`src/rtl/dual_mailbox.sv`:
```
module dual_mailbox #(
  parameter int DW = 16,
  parameter int AW = 8,
  parameter logic [AW-1:0] BASE = 8'hFC,
  parameter int LVL_W = 3,
  parameter logic [LVL_W-1:0] EXC_LEVEL = 3'd7
) (
  input  logic            clk,
  input  logic            rst_n,
  input  logic [AW-1:0]   dsp_addr,
  input  logic            dsp_wr,
  input  logic            dsp_rd,
  input  logic [DW-1:0]   dsp_wdata,
  output logic [DW-1:0]   dsp_rdata,
  input  logic [1:0]      cpu_addr,
  input  logic            cpu_wr,
  input  logic            cpu_rd,
  input  logic [DW-1:0]   cpu_wdata,
  output logic [DW-1:0]   cpu_rdata,
  output logic [2*DW-1:0] out_peek,
  output logic [2*DW-1:0] in_peek,
  output logic            dsp_exc_req,
  output logic [LVL_W-1:0] dsp_exc_level
);
  localparam int FLAG = DW - 1;

  logic [DW-1:0] ob_hi, ob_lo, ib_hi, ib_lo;
  logic          exc_q;

  wire       dsp_in_win = (dsp_addr[AW-1:2] == BASE[AW-1:2]);
  wire [1:0] dsp_off    = dsp_addr[1:0];

  wire ob_wr_hi  = dsp_wr && dsp_in_win && dsp_off == 2'd0;
  wire ob_wr_lo  = dsp_wr && dsp_in_win && dsp_off == 2'd1;
  wire ob_take   = cpu_rd && cpu_addr == 2'd1;
  wire ib_wr_hi  = cpu_wr && cpu_addr == 2'd2;
  wire ib_wr_lo  = cpu_wr && cpu_addr == 2'd3;
  wire ib_take   = dsp_rd && dsp_in_win && dsp_off == 2'd3;

  always_ff @(posedge clk or negedge rst_n) begin
    if (!rst_n) begin
      ob_hi <= '0;
      ob_lo <= '0;
      ib_hi <= '0;
      ib_lo <= '0;
      exc_q <= 1'b0;
    end else begin
      if (ob_wr_hi)      ob_hi <= {1'b0, dsp_wdata[FLAG-1:0]};
      else if (ob_wr_lo) ob_hi[FLAG] <= 1'b1;
      else if (ob_take)  ob_hi[FLAG] <= 1'b0;
      if (ob_wr_lo)      ob_lo <= dsp_wdata;

      if (ib_wr_hi)      ib_hi <= {1'b0, cpu_wdata[FLAG-1:0]};
      else if (ib_wr_lo) ib_hi[FLAG] <= 1'b1;
      else if (ib_take)  ib_hi[FLAG] <= 1'b0;
      if (ib_wr_lo)      ib_lo <= cpu_wdata;

      exc_q <= ib_wr_hi || ib_wr_lo;
    end
  end

  always_comb begin
    case (cpu_addr)
      2'd0:    cpu_rdata = ob_hi;
      2'd1:    cpu_rdata = ob_lo;
      2'd2:    cpu_rdata = ib_hi;
      default: cpu_rdata = ib_lo;
    endcase
    dsp_rdata = '0;
    if (dsp_in_win) begin
      case (dsp_off)
        2'd0:    dsp_rdata = ob_hi;
        2'd1:    dsp_rdata = ob_lo;
        2'd2:    dsp_rdata = ib_hi;
        default: dsp_rdata = ib_lo;
      endcase
    end
  end

  assign out_peek      = {ob_hi, ob_lo};
  assign in_peek       = {ib_hi, ib_lo};
  assign dsp_exc_req   = exc_q;
  assign dsp_exc_level = exc_q ? EXC_LEVEL : '0;

  AST_OB_HI_WR: assert property (@(posedge clk) disable iff (!rst_n)
    (dsp_wr && dsp_addr == BASE) |=> (out_peek[2*DW-1] == 1'b0 &&
      out_peek[2*DW-2:DW] == $past(dsp_wdata[DW-2:0])));
  AST_IB_LO_WR: assert property (@(posedge clk) disable iff (!rst_n)
    (cpu_wr && cpu_addr == 2'd3) |=> (in_peek[2*DW-1] && in_peek[DW-1:0] == $past(cpu_wdata)));
  AST_OB_TAKE: assert property (@(posedge clk) disable iff (!rst_n)
    (cpu_rd && cpu_addr == 2'd1 && !(dsp_wr && dsp_addr == BASE + 1'b1)) |=> !out_peek[2*DW-1]);
  AST_EXC_PULSE: assert property (@(posedge clk) disable iff (!rst_n)
    (cpu_wr && cpu_addr[1]) |=> (dsp_exc_req && dsp_exc_level == EXC_LEVEL));
  AST_EXC_QUIET: assert property (@(posedge clk) disable iff (!rst_n)
    !(cpu_wr && cpu_addr[1]) |=> (!dsp_exc_req && dsp_exc_level == '0));
  AST_IGNORED_WR: assert property (@(posedge clk) disable iff (!rst_n)
    (dsp_wr && !(dsp_addr == BASE || dsp_addr == BASE + 1'b1) && !cpu_wr && !cpu_rd && !dsp_rd)
      |=> ($stable(out_peek) && $stable(in_peek)));
  AST_BOTH_WIN: assert property (@(posedge clk) disable iff (!rst_n)
    (dsp_wr && dsp_addr == BASE + 1'b1 && cpu_rd && cpu_addr == 2'd1) |=> out_peek[2*DW-1]);
endmodule

```
`config.mk`:
```
export PLATFORM = sky130hd
export DESIGN_NAME = dual_mailbox
export DESIGN_NICKNAME = d
export VERILOG_FILES = /design/src/rtl/dual_mailbox.sv
export SDC_FILE = /design/constraint.sdc
export NUM_CORES = 1
export LEC_CHECK = 0
export ABC_AREA = 1
export CAP_MARGIN = 10
export CORE_MARGIN = 3
export CORE_UTILIZATION = 43
export DETAILED_ROUTE_END_ITERATION = 10
export PLACE_DENSITY_LB_ADDON = 0.12
export SYNTH_ARGS = -nofsm -noshare
export SYNTH_HDL_FRONTEND = slang
export SYNTH_SLANG_ARGS = --single-unit
```
`constraint.sdc`:
```
create_clock -name clk -period 1.3 [get_ports clk]
set_input_delay 0.195 -clock clk [delete_from_list [all_inputs] [get_ports clk]]
set_output_delay 0.195 -clock clk [all_outputs]
set_load 0.01 [all_outputs]
```
==> impl_metrics.csv <==
group,metric,value,unit
die,initial_core_util,45.44,%
die,die_w,97.53,um
power,p_sw_share,33.69,%
grt,antenna_found_initial,0,
critical_path,max_stage_delay,0.41,ns
die,rows,32,
power,powerDensity,963.2,nW/um2
routing,drc,0,
synthesis,seq_area_frac_synth,45.15,%
grt,grt_max_degree,66,
routing,drt-wirelength-per-cell,21.47,um
critical_path,timing.critical_path.cells,"buf_6 > o21ai_1 > and3_1 > nor2_2 > buf_2",
routing,drt_iter0_drc,437,
sta,finalHoldViolations,0,
critical_path,crit_slowest_cell,"dfrtp_1",
grt,grt_pass1_wl,26.30,mm
cells_and_area,utilization,88.10,%
sta,fin_skew,0,ns
die,dieArea,9511,um2
critical_path,cp-start-kind,"flop",
power,power.switching,2.266,mW
cells_and_area,fin_area,6984,um2
power,p_int,4.461,mW
clock_tree,clk_latency,0.36,ns
routing,route.met2.wl,9.126,mm
clock_tree,cts_buffer_depth,2,
placed_design,gp_congestion,0.9407,
clock_tree,clock_sinks,65,
routing,wl,19.02,mm
clock_tree,root_buffer,"clkbuf_8",
synthesis,synth_cell_types,26,
critical_path,arrival,1.54,ns
sta,fmax,576.6,MHz
sta,setup_slack,-0.4343,ns
synthesis,synth_async_sr_flop_share,100.0,%
critical_path,endpoint_kind,"primary output",
power,combPwrFrac,36.9,%
synthesis,syn_inst,478,
critical_path,required,1.11,ns
critical_path,cp_max_fo,2,
routing,wl_met1,6.587,mm
cells_and_area,n_antenna_cell,0,
sta,slew_violations,0,
placed_design,placed_area,5897,um2
clock_tree,cts_buffers,9,
routing,antenna_left,0,
power,leakage,3.740,nW
run,drv_cap,0,
synthesis,synth_nets,526,
power,ir_worst_vdd,0.8255,mV
placed_design,port_buffers,147,
status,status,"complete, but fails checks",
routing,vias,5191,
sta,slew_headroom,75.26,%
clock_tree,htree_levels,3,
placed_design,dpl.hpwl,10.75,mm
synthesis,avgSynthCellArea,7.536,um2
routing,wl_met3,2.000,mm
sta,period_needed,1.734,ns
grt,grt_usage,35.12,%
synthesis,synth_edf_count,0,
cells_and_area,nets,827,
cells_and_area,drive_above_1_share,47.07,%
synthesis,synth_area,3602,um2
grt,grt_overflow,0,
die,fp.coreArea,7928,um2
sta,setup_violations,46,
clock_tree,clkTransAtPathRegs,0.09,ns
status,violations,"negative setup slack",
sta,tightest_slew,0.3711,ns
sta,final.setup.tns,-6.946,ns
grt,grt_pass1_vias,5011,
power,power_frac_seq,36.1,%
synthesis,synth_warnings,0,
die,ios,148,
power,p_clk_share,27.1,%
cells_and_area,fillers,369,
routing,via_per_inst,5.859,
sta,rsz0062_at_grt,"yes",
critical_path,crit_type,"reg -> out",
synthesis,synth_ff_type,"dfrtp_1",
clock_tree,cts_tree,"done",
synthesis,ys_ff_latch,65,
routing,top_layer_used,"met4",
min_path,hold_class,"in -> reg",
die,dieHeight,97.53,um
routing,dr.pass1.iters,7,
sta,timing.final.crit_share,133.4,%
cells_and_area,areaGrowthSynthToFinish,93.89,%
==> power groups by stage <==
| stage | Combinational (mW) | Clock (mW) | Sequential, mW |
|---|---|---|---|
| 6_report | 2.48 | 1.82 | 2.43 |
| 2_1_floorplan | 0.489 | 0 | 2.55 |
| 5_1_grt | 2.61 | 1.90 | 2.44 |
| 3_3_place_gp | 1.91 | 0 | 2.45 |
| 4_1_cts | 2.17 | 1.76 | 2.39 |
| 3_5_place_dp | 1.94 | 0 | 2.45 |
==> final timing paths <==
kind / start / endpoint / slack (ns) / depth (start not counted)
hold / removal: cpu_wdata[15] / ib_lo[15] / 0.38 / 3
max in group asynchronous: rst_n / ob_lo[14] / 0.61 / 3
hold reg to reg: ob_lo[14] / ob_lo[14] / 0.59 / 3
setup / recovery: ib_hi[9] / dsp_rdata[9] / -0.43 / 5
min in group asynchronous: rst_n / ib_lo[11] / 0.39 / 3
setup reg to reg: ib_lo[7] / ib_lo[7] / 0.31 / 4
==> final cells by class <==
cell class / instances / area [um2] / share of cell area, %
Timing Repair Buffer: 318 / 2943 / 42.14
Multi-Input combinational cell: 357 / 1978 / 28.32
Sequential cell: 65 / 1627 / 23.29
Clock buffer: 11 / 141.4 / 2.024
Tap cell: 102 / 127.6 / 1.827
Inverter: 28 / 112.6 / 1.612
Clock inverter: 5 / 55.05 / 0.7882
==> flip-flops by register name (all words and copies together), names as in the netlist <==
name,count
ob_lo,16
dsp_exc_req,1
ib_hi,16
ib_lo,16
ob_hi,16
==> per-layer routing <==
| layer | vias up | global-route usage [%] |
|---|---|---|
| li1 | 2167 | - |
| met1 | 2418 | 41.46 |
| met2 | 468 | 61.04 |
| met3 | 138 | 7.035 |
| met4 | 0 | 16.40 |
| met5 | - | 0 |
==> critical path, delay by kind of cell (launching register included) <==
kind,cells,cell delay [ns]
compound gates,1,0.19
buf+inv,2,0.27
flops,1,0.41
simple gates,2,0.30
==> synth_stat cells, types with 3 or more instances <==
library cell,number,area [um2]
and3_1,14,87.58
dfrtp_1,65,1627
nor2_1,15,56.30
o211ai_1,16,120.1
inv_1,25,93.84
buf_6,8,90.09
buf_4,6,45.04
nand4_1,15,93.84
o21ai_0,21,105.1
nor2_4,3,33.78
nand2_1,221,829.6
buf_2,13,65.06
o21ai_1,25,125.1
nand3_1,11,55.05
nand2_2,3,18.77
a21oi_1,3,15.01
==> cells in the final DEF (no fill, tap or decap), types with 20 or more instances in the layout <==
cell / n
buf_2: 66
buf_4: 80
buf_6: 92
clkdlybuf4s50_1: 36
dfrtp_1: 65
inv_1: 20
nand2_1: 179
nand2_2: 30
o21ai_1: 31
==> what timing repair did <==
action,4_1_cts,5_1_grt
setup buffers,49,29
setup endpoints to repair,162,83
gates resized for setup,485,114
hold buffers,1,0
endpoints found under the hold margin,65,0
gates cloned,6,1
pin swaps,53,46
==> stage by stage <==
step                power, mW  cells  hold WS [ns]  setup slack (ns)
finish                  6.727    886        0.3847           -0.4343
global placement        4.365    801        0.2318           -0.8779
CTS                     6.325    867        0.3920           -0.2364
floorplan               3.037    478       -0.1006            0.1345
global route            6.944    886        0.4037           -0.4159
detailed placement      4.390    801        0.2361           -0.8994
==> logic make-up (layout without fill, tap and decap cells) <==
family | count (synthesis) | count (layout) | synth area share, %
and+or+nand+nor | 288 | 289 | 35.12
DFF | 65 | 65 | 45.15
AOI/OAI and AO/OA | 68 | 68 | 10.84
buffers and inverters | 57 | 362 | 8.892
(Power assumes the default switching activity.)
